### config.mk
export PLATFORM = sky130hd
export DESIGN_NAME = pin_irq_sense
export DESIGN_NICKNAME = d
export VERILOG_FILES = /design/src/rtl/pin_irq_pkg.sv /design/src/rtl/pin_irq_sync.sv /design/src/rtl/pin_irq_line.sv /design/src/rtl/pin_irq_regs.sv /design/src/rtl/pin_irq_sense.sv
export SDC_FILE = /design/constraint.sdc
export NUM_CORES = 1
export LEC_CHECK = 0
export ABC_AREA = 1
export BUFFER_PORTS_ARGS = -buffer_cell sky130_fd_sc_hd__buf_2
export CORE_MARGIN = 3
export CORE_UTILIZATION = 51
export DETAILED_ROUTE_END_ITERATION = 12
export PLACE_DENSITY = 0.8
export SLEW_MARGIN = 20
export SYNTH_ARGS = -nofsm -noshare
export SYNTH_HDL_FRONTEND = slang
export SYNTH_SLANG_ARGS = --single-unit
export TNS_END_PERCENT = 10
### constraint.sdc
create_clock -name clk_i -period 2.4 [get_ports clk_i]
set_clock_uncertainty 0.2 [all_clocks]
set_input_delay 0.12 -clock clk_i [delete_from_list [all_inputs] [get_ports clk_i]]
set_output_delay 0.12 -clock clk_i [all_outputs]
set_load 0.1 [all_outputs]
### src/rtl/pin_irq_pkg.sv
package pin_irq_pkg;
  typedef enum logic [1:0] {
    SENSE_LVL_LOW = 2'd0,
    SENSE_FALL    = 2'd1,
    SENSE_RISE    = 2'd2,
    SENSE_BOTH    = 2'd3
  } sense_e;

  localparam int unsigned OFS_STATUS = 32'h0001_0 >> 0;
  localparam int unsigned OFS_SENSE  = 32'h0000_0014;
  localparam int unsigned OFS_MASK   = 32'h0001_0010;
endpackage

### src/rtl/pin_irq_sync.sv
module pin_irq_sync #(
  parameter int N_LINES = 8
) (
  input  logic               clk_i,
  input  logic               rst_ni,
  input  logic [N_LINES-1:0] pin_i,
  output logic [N_LINES-1:0] lvl_o,
  output logic [N_LINES-1:0] prev_o
);
  for (genvar g = 0; g < N_LINES; g++) begin : g_line
    logic meta_q, lvl_q, prev_q;
    always_ff @(posedge clk_i or negedge rst_ni) begin
      if (!rst_ni) begin
        meta_q <= 1'b0;
        lvl_q  <= 1'b0;
        prev_q <= 1'b0;
      end else begin
        meta_q <= pin_i[g];
        lvl_q  <= meta_q;
        prev_q <= lvl_q;
      end
    end
    assign lvl_o[g]  = lvl_q;
    assign prev_o[g] = prev_q;
  end
endmodule

### src/rtl/pin_irq_line.sv
module pin_irq_line
  import pin_irq_pkg::*;
(
  input  logic   clk_i,
  input  logic   rst_ni,
  input  sense_e sense_i,
  input  logic   lvl_i,
  input  logic   prev_i,
  input  logic   clr_i,
  output logic   status_o
);
  logic fall, rise, hit, status_q;

  always_comb begin
    fall = prev_i & ~lvl_i;
    rise = ~prev_i & lvl_i;
    unique case (sense_i)
      SENSE_FALL: hit = fall;
      SENSE_RISE: hit = rise;
      SENSE_BOTH: hit = fall | rise;
      default:    hit = 1'b0;
    endcase
  end

  always_ff @(posedge clk_i or negedge rst_ni) begin
    if (!rst_ni) begin
      status_q <= 1'b0;
    end else if (sense_i == SENSE_LVL_LOW) begin
      status_q <= ~lvl_i;
    end else if (hit) begin
      status_q <= 1'b1;
    end else if (clr_i) begin
      status_q <= 1'b0;
    end
  end

  assign status_o = status_q;
endmodule

### src/rtl/pin_irq_regs.sv
module pin_irq_regs
  import pin_irq_pkg::*;
#(
  parameter int N_LINES = 8,
  parameter int ADDR_W  = 17,
  parameter int DATA_W  = 32
) (
  input  logic                 clk_i,
  input  logic                 rst_ni,
  input  logic                 reg_en_i,
  input  logic                 reg_we_i,
  input  logic [ADDR_W-1:0]    reg_addr_i,
  input  logic [DATA_W-1:0]    reg_wdata_i,
  input  logic [N_LINES-1:0]   status_i,
  output logic [DATA_W-1:0]    reg_rdata_o,
  output logic [2*N_LINES-1:0] sense_o,
  output logic [N_LINES-1:0]   mask_o,
  output logic [N_LINES-1:0]   clr_o
);
  localparam int SENSE_W = 2 * N_LINES;

  logic hit_status, hit_sense, hit_mask, wr;
  logic [SENSE_W-1:0] sense_q;
  logic [N_LINES-1:0] mask_q;
  logic               wdata_unused;

  assign hit_status = reg_addr_i == ADDR_W'(OFS_STATUS);
  assign hit_sense  = reg_addr_i == ADDR_W'(OFS_SENSE);
  assign hit_mask   = reg_addr_i == ADDR_W'(OFS_MASK);
  assign wr         = reg_en_i & reg_we_i;
  assign wdata_unused = ^reg_wdata_i[DATA_W-1:SENSE_W];

  always_ff @(posedge clk_i or negedge rst_ni) begin
    if (!rst_ni) begin
      sense_q <= '0;
      mask_q  <= '0;
    end else if (wr) begin
      if (hit_sense) sense_q <= reg_wdata_i[SENSE_W-1:0];
      if (hit_mask)  mask_q  <= reg_wdata_i[N_LINES-1:0];
    end
  end

  assign clr_o = {N_LINES{wr & hit_status}} & ~reg_wdata_i[N_LINES-1:0];

  always_comb begin
    reg_rdata_o = '0;
    if (hit_status)     reg_rdata_o[N_LINES-1:0] = status_i;
    else if (hit_sense) reg_rdata_o[SENSE_W-1:0] = sense_q;
    else if (hit_mask)  reg_rdata_o[N_LINES-1:0] = mask_q;
  end

  assign sense_o = sense_q;
  assign mask_o  = mask_q;
endmodule

### src/rtl/pin_irq_sense.sv
module pin_irq_sense
  import pin_irq_pkg::*;
#(
  parameter int N_LINES = 8,
  parameter int ADDR_W  = 17,
  parameter int DATA_W  = 32
) (
  input  logic               clk_i,
  input  logic               rst_ni,
  input  logic               reg_en_i,
  input  logic               reg_we_i,
  input  logic [ADDR_W-1:0]  reg_addr_i,
  input  logic [DATA_W-1:0]  reg_wdata_i,
  output logic [DATA_W-1:0]  reg_rdata_o,
  input  logic [N_LINES-1:0] pin_i,
  output logic [N_LINES-1:0] irq_o
);
  logic [2*N_LINES-1:0] sense_q;
  logic [N_LINES-1:0]   mask_q, status_q, clr, sync_lvl, sync_prev;

  pin_irq_sync #(.N_LINES(N_LINES)) u_sync (
    .clk_i  (clk_i),
    .rst_ni (rst_ni),
    .pin_i  (pin_i),
    .lvl_o  (sync_lvl),
    .prev_o (sync_prev)
  );

  pin_irq_regs #(.N_LINES(N_LINES), .ADDR_W(ADDR_W), .DATA_W(DATA_W)) u_regs (
    .clk_i       (clk_i),
    .rst_ni      (rst_ni),
    .reg_en_i    (reg_en_i),
    .reg_we_i    (reg_we_i),
    .reg_addr_i  (reg_addr_i),
    .reg_wdata_i (reg_wdata_i),
    .status_i    (status_q),
    .reg_rdata_o (reg_rdata_o),
    .sense_o     (sense_q),
    .mask_o      (mask_q),
    .clr_o       (clr)
  );

  for (genvar g = 0; g < N_LINES; g++) begin : g_line
    pin_irq_line u_line (
      .clk_i    (clk_i),
      .rst_ni   (rst_ni),
      .sense_i  (sense_e'(sense_q[2*g +: 2])),
      .lvl_i    (sync_lvl[g]),
      .prev_i   (sync_prev[g]),
      .clr_i    (clr[g]),
      .status_o (status_q[g])
    );
  end

  assign irq_o = status_q & ~mask_q;
endmodule

# After elaboration in Yosys (flattened, before gate mapping)
# Cells that the tools add are included.
dict set report totals {
  inputBits 61
  out_inout_bits 40
  wordCells 162
  regBits 56
}
dict set report op_classes {
  n_bitwise 46
  muxes 37
  n_reduce_logical 18
  eq_ne 27
}
# cell n
set ops {}
lappend ops {{$mux W8} 5}
lappend ops {{$eq A17 B5 Y1 const B} 2}
lappend ops {{$eq A2 B2 Y1 const B} 16}
lappend ops {{$mux W1} 24}
lappend ops {{$pmux W1 S3} 8}
lappend ops {{$reduce_bool A3 Y1} 8}
lappend ops {{$and A1 B1 Y1} 18}
lappend ops {{$eq A17 B17 Y1 const B} 1}
lappend ops {{$and A8 B8 Y8} 2}
lappend ops {{$eq A2 B1 Y1 const B} 8}
lappend ops {{$logic_not A2 Y1} 8}
lappend ops {{$not A1 Y1} 16}
lappend ops {{$not A8 Y8} 2}
lappend ops {{$or A1 B1 Y1} 8}
lappend ops {{$reduce_and A2 Y1} 2}

# Depth between registers and ports, before layout
# Gate-level depths: netlist (run 1).
dict set report logic_depth {
  ltp_word 6
  ltp_mapped 8
}

# Hierarchy
# From an unflattened synthesis (run 1), not the netlist that was laid out.
dict set report hier_totals {
  cells_unflattened 406
  hier_area_um2 3342.0
}
# module area_each_um2 instances cells_per_inst
set modules_own_cells {}
lappend modules_own_cells {pin_irq_regs 1630.3 1 206}
lappend modules_own_cells {pin_irq_line 113.9 8 18}
lappend modules_own_cells {pin_irq_sync 720.7 1 40}
lappend modules_own_cells {pin_irq_sense 80.1 1 16}

# Least setup slack after synthesis (run 1)
# Ideal clock, no wire load.
dict set report synth_timing {
  kind {input -> output}
  startpoint {input reg_addr_i[13]}
  endpoint {output reg_rdata_o[11]}
  stages 5
  n_path_buf 0
  t_arrival_ns 3.041
  setup_slack_ns -0.961
  t_required_ns 2.080
  path_cell_list {nor2_1 > nand2_1 > nor3_4 > nand2_1 > nor3b_1}
}
dict set report synth_via {
  elab_chain_len 3
}
# element line_no
set synth_lines {}
lappend synth_lines {{start: declaration} pin_irq_sense.sv:12} ;# input logic [ADDR_W-1:0] reg_addr_i,
lappend synth_lines {{$eq A17 B5 Y1} pin_irq_regs.sv:28} ;# assign hit_sense = reg_addr_i == ADDR_W'(OFS_SENSE);
lappend synth_lines {{$mux W8} pin_irq_regs.sv:48} ;# else if (hit_sense) reg_rdata_o[SENSE_W-1:0] = sense_q;
lappend synth_lines {{$mux W8 (*)} pin_irq_regs.sv:47} ;# if (hit_status) reg_rdata_o[N_LINES-1:0] = status_i;
lappend synth_lines {{end: declaration} pin_irq_sense.sv:14} ;# output logic [DATA_W-1:0] reg_rdata_o,
# Mark *: on every way between the ends. The rest lies on a longest branch, timed or not.

# Final worst setup path (run 1)
dict set report layout_timing {
  startpoint {input reg_addr_i[7]}
  endpoint {output reg_rdata_o[5]}
}
dict set report layout_via {
  elab_chain_len 4
}
# element line_no
set layout_lines {}
lappend layout_lines {{$eq A17 B17 Y1} pin_irq_regs.sv:29} ;# assign hit_mask = reg_addr_i == ADDR_W'(OFS_MASK);
lappend layout_lines {{$mux W8} pin_irq_regs.sv:49} ;# else if (hit_mask) reg_rdata_o[N_LINES-1:0] = mask_q;
lappend layout_lines {{$mux W8} pin_irq_regs.sv:48}
lappend layout_lines {{$mux W8 (*)} pin_irq_regs.sv:47}
# Marked as above.

==> results of run 1 <==
power groups by stage:
stage / clock network, mW / registers [mW] / logic (mW)
5_1_grt: 0.577 / 0.990 / 0.340
6_report: 0.525 / 0.987 / 0.316
4_1_cts: 0.539 / 0.987 / 0.317
3_5_place_dp: 0 / 1.01 / 0.285
3_3_place_gp: 0 / 1.00 / 0.278
2_1_floorplan: 0 / 1.00 / 0.229
worst min-delay path, stage by stage:
cell     delay [ns]
buf_2          0.12
nor2_1         0.11
nand3_1        0.08
nand2_1        0.05
nand2_1        0.05
synth_stat cells, types with 4 or more instances:
cell type  count
dfrtp_1       56
inv_1         49
nand2_1       48
nor2_1        39
nand3_1       20
a21oi_1       17
buf_4         17
ha_1          16
o21ai_1       16
nor3_1         9
a31oi_1        8
o21a_1         8
buf_2          7
o21ai_0        5
nand4_1        4
area by class of cell:
| cell class | count | area share (%) |
|---|---|---|
| Inverter | 50 | 4.853 |
| Tap cell | 70 | 2.265 |
| Timing Repair Buffer | 101 | 23.03 |
| Clock inverter | 2 | 0.2588 |
| Sequential cell | 56 | 36.23 |
| Clock buffer | 6 | 2.135 |
| Multi-Input combinational cell | 223 | 31.22 |
flip-flops by register name, summed over array words and instances (netlist names):
register	flops
g_line.u_line.status_o	8
u_regs.mask_o	8
u_sync.g_line.lvl_q	8
u_sync.g_line.meta_q	8
u_regs.sense_o	16
u_sync.g_line.prev_q	8
routing by layer:
metal  track usage (%)  vias to the layer above
met5                 0                        -
met3             4.167                       14
met1             26.43                     1198
li1                  -                     1261
met4             8.446                        0
met2             37.79                       90
per-stage QoR:
step           util (%)  setup slack (ns)  std cells
6_report          72.94            0.3589        508
5_1_grt           72.94            0.2337        508
4_1_cts           72.94            0.3502        508
3_5_place_dp      66.47            0.3675        475
3_3_place_gp      66.47            0.3902        475
2_1_floorplan         -           -0.9606        353
how the worst min path moves through the flow:
stage,endpoint,cells after the start
global placement,u_sync.g_line[3].meta_q$_DFF_PN0_,1
global route,g_line[1].u_line.status_o$_DFFE_PN0P_,5
CTS,g_line[1].u_line.status_o$_DFFE_PN0P_,5
detailed placement,u_sync.g_line[5].meta_q$_DFF_PN0_,1
finish,g_line[1].u_line.status_o$_DFFE_PN0P_,5
floorplan,g_line[0].u_line.status_o$_DFFE_PN0P_,0
what timing repair did:
action,in CTS,in global routing
hold buffers,25,0
endpoints found under the hold margin,92,0
resized for setup,0,0
kinds of logic after synthesis:
| group | after synthesis |
|---|---|
| compound gates | 58 |
| fa+ha+maj | 16 |
| buf+inv | 74 |
| flops | 56 |
| other cells | 1 |
| simple gates | 133 |
==> flow_metrics.env, run 1 <==
export IMPL_start_util_pct=54.74
export IMPL_hpwl_mm=4.783
export IMPL_yosys_area_top_type_share_pct=48.28
export IMPL_async_flop_share_pct=100.0
export IMPL_critical_path_arrival_ns=1.72
export IMPL_peakVddDrop_mv=0.3335
export IMPL_syn_area_per_cell_um2=8.588
export IMPL_grt_max_degree=57
export IMPL_p_per_area_nw_per_um2=472.5
export IMPL_cp_cell_sequence="buf_2, nor2_1, nand3b_1, nor2_2, buf_4, nand3_1, a31oi_1, buf_12"
export IMPL_vias_per_cell=5.045
export IMPL_maxSlewHeadroom_pct=53.94
export IMPL_finalSetupViolCount=0
export IMPL_crit_fanout=13
export IMPL_clkPwrFrac_pct=28.7
export IMPL_p_switching_uw=548.0
export IMPL_required_ns=2.08
export IMPL_grt_use_total_pct=21.67
export IMPL_crit_path_top_delay_cell="a31oi_1"
export IMPL_area_delta_synth_final_pct=33.23
export IMPL_wl_met2_mm=3.446
export IMPL_wl_met1_mm=2.691
export IMPL_ys_flop_type="dfrtp_1"
export IMPL_netlist_instances=338
export IMPL_rsz0062_at_grt="false"
export IMPL_nets=514
export IMPL_clk_pin_slew_ns=0.10
export IMPL_first_iter_violations=168
export IMPL_tightest_slew_ns=0.6908
export IMPL_slew_violations=0
export IMPL_synth_largest_area_cell="dfrtp_1"
export IMPL_status="completed"
export IMPL_worst_path_stages=8
export IMPL_r2r_start="u_sync.g_line[5].lvl_q$_DFF_PN0_"
export IMPL_synthMuxAreaShare_pct=0
export IMPL_cts_htree_levels=2
export IMPL_final_cell_area_um2=3867
export IMPL_drt_wl_total_mm=6.733
export IMPL_drc=0
export IMPL_drtAntennaViolNets=0
export IMPL_period_share_pct=85.05
export IMPL_highest_layer="met4"
export IMPL_r2r_slack_ns=0.95
export IMPL_antenna_cells=0
export IMPL_fill_cells=402
export IMPL_critical_path_top_delay_family="simple AND/OR/NAND/NOR gates"
export IMPL_antenna_found_initial=0
export IMPL_wl_met3_um=458
export IMPL_die_y_um=81.45
export IMPL_multiInputGateArea_um2=1207
export IMPL_insertion_delay_ns=0.30
export IMPL_max_freq_ghz=0.4899
export IMPL_rows=26
export IMPL_r2r_cells=6
export IMPL_period_minus_slack_ns=2.041
export IMPL_finalHoldViolations=0
export IMPL_p_sw_share_pct=29.99
export IMPL_root_buffer="clkbuf_8"
export IMPL_cts_num_sinks=56
export IMPL_die_width_um=81.45
export IMPL_crit_end="reg_rdata_o[5]"
export IMPL_yosysWarnings=0
export IMPL_ys_seq_area_share_pct=48.28
export IMPL_detail_route_wl_per_cell_um=13.25
export IMPL_cts_setup_buffers=0
export IMPL_setup_tns_ns=0
export IMPL_synthXorXnorAreaFrac_pct=0
export IMPL_grt_pass1_vias=2471
export IMPL_gp_congestion=0.8328
export IMPL_grt_pass1_wl_mm=10.97
export IMPL_num_io_pins=101
export IMPL_cts_tree="built"
export IMPL_synth_compound_area_share_pct=11.51
export IMPL_first_pass_iters=4
export IMPL_p_leak_nw=1.903
export IMPL_cap_viol_max_count=0
export IMPL_synth_simple_area_share_pct=21.12
export IMPL_syn_area_um2=2903
export IMPL_hold_class="input pin to register"
export IMPL_synthAdderAreaFrac_pct=6.897
export IMPL_final_common_cell="dfrtp_1"
export IMPL_setup_worst_path_end_class="output port"
export IMPL_synth_edff_count=0
export IMPL_synthTopCellsByArea="dfrtp_1 48%, ha_1 6.9%, inv_1 6.3%"
export IMPL_clockBufferDepth=2
export IMPL_crit_start="reg_addr_i[7]"
export IMPL_p_int_mw=1.280
export IMPL_port_buffer_count=68
export IMPL_p_comb_share_pct=17.3
export IMPL_grt_overflow=0
export IMPL_seq_power_share_pct=54.0
export IMPL_crit_buf_inv=3
export IMPL_hold_path_startpoint="reg_addr_i[16]"
export IMPL_yosys_cell_types_count=26
export IMPL_synth_top_family_by_area="simple AND/OR/NAND/NOR gates"
export IMPL_die_area_um2=6633
export IMPL_drive_gt1_share_pct=21.00
export IMPL_register_area_um2=1401
export IMPL_place_area_um2=3525
export IMPL_finalPower_mw=1.828
export IMPL_synth_seq_cells=56
export IMPL_worstSetupStartpointType="input pin"
export IMPL_cts_buffers=5
export IMPL_timing_rr_end="g_line[5].u_line.status_o$_DFFE_PN0P_"
export IMPL_final_cell_mix="56 x dfrtp_1, 52 x buf_2, 49 x inv_1"
export IMPL_core_area_um2=5303
export IMPL_slowest_delay_ns=0.34
export IMPL_num_vias=2563
export IMPL_criticalPathCategory="input pin to output port"
export IMPL_timing_hold_ws_ns=0.02816
No activity file was read; power rests on OpenSTA's default activity.
==> inputs of run 2 (changes only) <==
- PLACE_DENSITY: 0.8 -> 0.78
- SYNTH_HIERARCHICAL: unset -> 1
==> run 2 against run 1 <==
Net effect: first-iteration DRC count shrank 19%; global-route usage shrank 2.9 points; register-to-register slack gained 0.11 ns; sequential share of layout area shrank 0.21 points; sequential power is essentially flat; utilization shrank 9.5 points; setup slack gained 0.010 ns; critical endpoint is now reg_rdata_o[10].
==> flow_metrics.env, run 2 <==
export IMPL_status="completed"
export IMPL_grt_use_total_pct=18.75
export IMPL_root_buffer="clkbuf_8"
export IMPL_peakVddDrop_mv=0.3231
export IMPL_cts_htree_levels=2
export IMPL_ys_seq_area_share_pct=41.93
export IMPL_die_area_um2=7560
export IMPL_finalPower_mw=1.817
export IMPL_yosysMostFrequentCell="nand2_1"
export IMPL_r2r_start="u_sync/g_line[5].lvl_q$_DFF_PN0_"
export IMPL_drt_wl_total_mm=6.544
export IMPL_grt_overflow=0
export IMPL_r2r_cells=7
export IMPL_min_to="u_regs/mask_o[2]$_DFFE_PN0P_"
export IMPL_cts_num_sinks=56
export IMPL_timing_hold_ws_ns=0.1113
export IMPL_synth_edff_count=0
export IMPL_antenna_found_initial=0
export IMPL_syn_area_per_cell_um2=8.231
export IMPL_register_area_um2=1401
export IMPL_drive_gt1_share_pct=28.54
export IMPL_largest_reg_flops=16
export IMPL_first_pass_iters=4
export IMPL_detail_route_wl_per_cell_um=11.64
export IMPL_finalSetupViolCount=0
export IMPL_period_share_pct=84.63
export IMPL_place_area_um2=3562
export IMPL_maxSlewHeadroom_pct=44.61
export IMPL_start_util_pct=54.51
export IMPL_yosysWarnings=6
export IMPL_antenna_cells=0
export IMPL_vias_per_cell=4.753
export IMPL_synth_common_cells="82 x nand2_1, 74 x inv_1, 56 x dfrtp_1"
export IMPL_synth_seq_cells=56
export IMPL_hold_path_startpoint="reg_we_i"
export IMPL_final_cell_mix="82 x nand2_1, 74 x inv_1, 68 x buf_2"
export IMPL_area_delta_synth_final_pct=16.40
export IMPL_criticalPathCategory="input pin to output port"
export IMPL_final_common_cell="nand2_1"
export IMPL_ys_flop_type="dfrtp_1"
export IMPL_p_sw_share_pct=30.85
export IMPL_grt_pass1_vias=2655
export IMPL_critical_path_arrival_ns=1.71
export IMPL_worstSetupStartpointType="input pin"
export IMPL_p_per_area_nw_per_um2=467.1
export IMPL_syn_area_um2=3342
export IMPL_multiInputGateArea_um2=1383
export IMPL_final_cell_area_um2=3890
export IMPL_p_switching_uw=560.6
export IMPL_cap_viol_max_count=0
export IMPL_core_area_um2=6131
export IMPL_async_flop_share_pct=100.0
export IMPL_grt_max_degree=39
export IMPL_timing_rr_end="g_line[5].u_line/status_o$_DFFE_PN0P_"
export IMPL_seq_power_share_pct=54.3
export IMPL_crit_fanout=14
export IMPL_period_minus_slack_ns=2.031
export IMPL_p_comb_share_pct=18.9
export IMPL_setup_worst_path_end_class="output port"
export IMPL_r2r_slack_ns=1.06
export IMPL_first_iter_violations=136
export IMPL_clockBufferDepth=2
export IMPL_hpwl_mm=4.814
export IMPL_clkPwrFrac_pct=26.8
export IMPL_p_leak_nw=2.144
export IMPL_finalHoldViolations=0
export IMPL_port_buffer_count=68
export IMPL_cts_tree="built"
export IMPL_yosys_area_top_type_share_pct=41.93
export IMPL_gp_congestion=0.8679
export IMPL_num_io_pins=101
export IMPL_cts_buffers=5
export IMPL_yosys_cell_types_count=24
export IMPL_slew_violations=0
export IMPL_required_ns=2.08
export IMPL_p_int_mw=1.256
export IMPL_num_vias=2671
export IMPL_grt_pass1_wl_mm=11.38
export IMPL_max_freq_ghz=0.4923
export IMPL_fill_cells=539
export IMPL_netlist_instances=406
export IMPL_drc=0
export IMPL_tightest_slew_ns=0.8309
export IMPL_synthTopCellsByArea="dfrtp_1 42%, nand2_1 9.2%, inv_1 8.3%"
export IMPL_synth_largest_area_cell="dfrtp_1"
export IMPL_hold_class="input pin to register"
export IMPL_die_width_um=86.95
export IMPL_die_y_um=86.95
export IMPL_rsz0062_at_grt="false"
export IMPL_nets=564
export IMPL_rows=28
export IMPL_min_delay_path_depth=5
export IMPL_clk_pin_slew_ns=0.10
export IMPL_drtAntennaViolNets=0
export IMPL_insertion_delay_ns=0.30
-- run 2: changes by cell type after synthesis, sizes merged, moves of 5 or more --
cell	previous run	this run
buf	24	37
a21oi	17	12
a31oi	8	0
nor2	43	50
o21a	8	0
nand3	21	27
inv	49	83
nand2	50	85
o21ai	21	16
-- run 2: worst max path at each step --
stage               depth (start not counted)            from  slack, ns         endpoint
finish                                      7  reg_addr_i[13]       0.37  reg_rdata_o[10]
global route                                7  reg_addr_i[13]       0.23  reg_rdata_o[13]
CTS                                         7  reg_addr_i[15]       0.40  reg_rdata_o[10]
detailed placement                          7   reg_addr_i[9]       0.40  reg_rdata_o[10]
global placement                            8  reg_addr_i[15]       0.43   reg_rdata_o[3]
floorplan                                   7  reg_addr_i[15]      -0.18   reg_rdata_o[3]
-- run 2: layer usage --
layer	global-route usage (%)	share of wire (%)	wire length [µm]	vias up
met3	3.595	6.5	428	9
met2	34.58	50	3283	81
met5	0	0	0	-
met4	5.241	1.5	98	0
li1	-	-	-	1349
met1	21.95	42	2733	1232
-- run 2: critical path: stages --
cell and delay, ns:
buf_2 0.10, nor2_1 0.10, nand2_1 0.09, nor2_4 0.32
nand2_1 0.33, nor2_1 0.19, buf_2 0.45
-- run 2: cell type report --
class / instances / area share [%]
Inverter: 85 / 8.266
Clock inverter: 1 / 0.1287
Sequential cell: 56 / 36.02
Tap cell: 75 / 2.412
Multi-Input combinational cell: 243 / 35.54
Clock buffer: 6 / 1.866
Timing Repair Buffer: 96 / 15.76
-- run 2: cells by family (layout without fill, tap and decap cells) --
family	count (synthesis)	in the layout	share of synthesized area, %
AND/OR/NAND/NOR	179	179	25.68
buffers and inverters	122	188	18.49
flip-flops	56	56	41.93
AO/OA/AOI/OAI	32	32	7.787
adder cells (fa/ha/maj)	16	16	5.990
other	1	16	0.1122
-- run 2: power by group through the flow --
stage	combinational [mW]	clock, mW	sequential [mW]
3_3_place_gp	0.307	0	1.00
6_report	0.344	0.486	0.987
5_1_grt	0.373	0.535	0.991
3_5_place_dp	0.314	0	1.01
2_1_floorplan	0.273	0	0.998
4_1_cts	0.346	0.510	0.987
-- run 2: timing repair --
item	4_1_cts	5_1_grt
hold buffers	25	0
setup buffers	0	0
endpoints found under the hold margin	73	0
gates resized for setup	0	0
-- run 2: stage by stage --
| step | setup TNS, ns | cells | utilization, % | worst slack, ns |
|---|---|---|---|---|
| floorplan | -0.3254 | 421 | - | -0.1810 |
| global placement | 0 | 530 | 58.10 | 0.4251 |
| detailed placement | 0 | 530 | 58.10 | 0.4005 |
| CTS | 0 | 562 | 63.45 | 0.3979 |
| global route | 0 | 562 | 63.45 | 0.2271 |
| finish | 0 | 562 | 63.45 | 0.3689 |
==> inputs of run 3 (changes only) <==
- CORE_UTILIZATION: 51 -> 47
- PLACE_DENSITY: 0.78 -> 0.76
- clock period: 2.4 -> 1.7 ns (I/O delays scaled with it)
==> run 3 against run 2 <==
Net effect: setup slack lost 0.29 ns; flip-flop and latch count unchanged; combinational power up 44%; final cell count up 5.3%; largest power group unchanged.
==> flow_metrics.env, run 3 (synthesis results as in run 2) <==
export IMPL_final_common_cell="nand2_1"
export IMPL_root_buffer="clkbuf_8"
export IMPL_grt_pass1_wl_mm=11.87
export IMPL_p_per_area_nw_per_um2=640.1
export IMPL_num_io_pins=101
export IMPL_final_cell_mix="81 x nand2_1, 74 x inv_1, 56 x dfrtp_1"
export IMPL_num_vias=2768
export IMPL_period_minus_slack_ns=1.626
export IMPL_grt_max_degree=40
export IMPL_grt_use_total_pct=17.71
export IMPL_finalHoldViolations=0
export IMPL_slew_violations=0
export IMPL_drc=0
export IMPL_max_freq_ghz=0.6151
export IMPL_area_delta_synth_final_pct=29.13
export IMPL_worstSetupStartpointType="input pin"
export IMPL_finalSetupViolCount=0
export IMPL_critical_path_arrival_ns=1.34
export IMPL_place_area_um2=3938
export IMPL_final_setup_worst_slack_ns=0.07431
export IMPL_core_area_um2=6832
export IMPL_cts_tree="built"
export IMPL_cap_viol_max_count=0
export IMPL_required_ns=1.41
export IMPL_cts_num_sinks=56
export IMPL_grt_overflow=0
export IMPL_antenna_cells=0
export IMPL_period_share_pct=95.63
export IMPL_criticalPathCategory="input pin to output port"
export IMPL_p_leak_nw=2.247
export IMPL_die_width_um=90.33
export IMPL_detail_route_wl_per_cell_um=12.21
export IMPL_drive_gt1_share_pct=32.46
export IMPL_setup_worst_path_end_class="output port"
export IMPL_port_buffer_count=68
export IMPL_rsz0062_at_grt="false"
export IMPL_peakVddDrop_mv=0.4777
export IMPL_final_cell_area_um2=4315
export IMPL_cts_buffers=5
export IMPL_cts_htree_levels=2
export IMPL_clk_pin_slew_ns=0.11
export IMPL_drt_wl_total_mm=7.226
export IMPL_die_y_um=90.33
export IMPL_first_iter_violations=145
export IMPL_finalPower_mw=2.762
export IMPL_pre_cts_slack_ns=0.02181
export IMPL_clockBufferDepth=2
export IMPL_gp_congestion=0.8193
export IMPL_vias_per_cell=4.676
export IMPL_antenna_found_initial=0
export IMPL_nets=572
export IMPL_status="completed"
export IMPL_rows=30
export IMPL_drtAntennaViolNets=0
export IMPL_hpwl_mm=5.183
export IMPL_hold_class="input pin to register"
export IMPL_final_util_pct=63.17
export IMPL_start_util_pct=48.92
export IMPL_largest_reg_flops=16
export IMPL_crit_fanout=8
export IMPL_first_pass_iters=4
export IMPL_insertion_delay_ns=0.31
export IMPL_grt_pass1_vias=2713
export IMPL_setup_tns_ns=0
export IMPL_die_area_um2=8159
## run 3: cell count changes in the layout (fill, tap and decap cells not counted), sizes merged
| cell | change |
|---|---|
| buf | +7 |
| bufinv | +1 |
| clkbuf | -1 |
| clkinvlp | +1 |
| nor2 | +1 |
## run 3: worst paths after layout
kind / startpoint / endpoint / slack, ns / cells after the start
setup / recovery: reg_addr_i[16] / reg_rdata_o[10] / 0.07 / 8
hold / removal: reg_we_i / u_regs/mask_o[4]$_DFFE_PN0P_ / 0.03 / 5
setup reg to reg: u_sync/g_line[3].lvl_q$_DFF_PN0_ / g_line[3].u_line/status_o$_DFFE_PN0P_ / 0.34 / 7
hold reg to reg: u_sync/g_line[1].meta_q$_DFF_PN0_ / u_sync/g_line[1].lvl_q$_DFF_PN0_ / 0.14 / 0
max in group asynchronous: rst_ni / u_sync/g_line[3].prev_q$_DFF_PN0_ / 0.71 / 3
min in group asynchronous: rst_ni / g_line[2].u_line/status_o$_DFFE_PN0P_ / 0.04 / 2
## run 3: metrics by stage
step | std cells | hold WS, ns
finish | 592 | 0.02737
CTS | 590 | 0.03268
detailed placement | 557 | -0.1535
global route | 592 | 0.04955
global placement | 557 | -0.1551
floorplan | 421 | -0.4106
## run 3: layout make-up
| type | instances | area (µm²) |
|---|---|---|
| Timing Repair Buffer | 103 | 930.9 |
| Multi-Input combinational cell | 244 | 1430 |
| Tap cell | 96 | 120.1 |
| Clock buffer | 5 | 68.82 |
| Clock inverter | 3 | 42.54 |
| Sequential cell | 56 | 1401 |
| Inverter | 85 | 321.6 |
| Fill cell | 580 | 2516 |
## run 3: repair_timing
item / 4_1_cts / 5_1_grt
endpoints found under the hold margin: 96 / 0
hold buffers: 25 / 0
buffers inserted: 0 / 1
setup endpoints to repair: 0 / 5
gates resized for setup: 0 / 1
## run 3: power breakdown
part	internal (mW)	total, mW	switching (mW)
registers	1.37	1.39	0.0237
clock network	0.437	0.875	0.438
logic	0.127	0.494	0.367
total	1.93	2.76	0.829
## run 3: critical path, cell delays in order
cell	delay, ns
buf_2	0.15
nor2_1	0.13
nand3_1	0.13
nor2_4	0.22
nand2_1	0.09
buf_4	0.19
nor2_2	0.15
buf_12	0.19
## run 3: metal layers
| metal | vias to the layer above | GRT usage [%] | part of all wire, % |
|---|---|---|---|
| met5 | - | 0 | 0 |
| met4 | 0 | 4.337 | 0.71 |
| met3 | 4 | 4.083 | 5.1 |
| met2 | 81 | 32.86 | 53 |
| met1 | 1318 | 20.55 | 41 |
| li1 | 1365 | - | - |
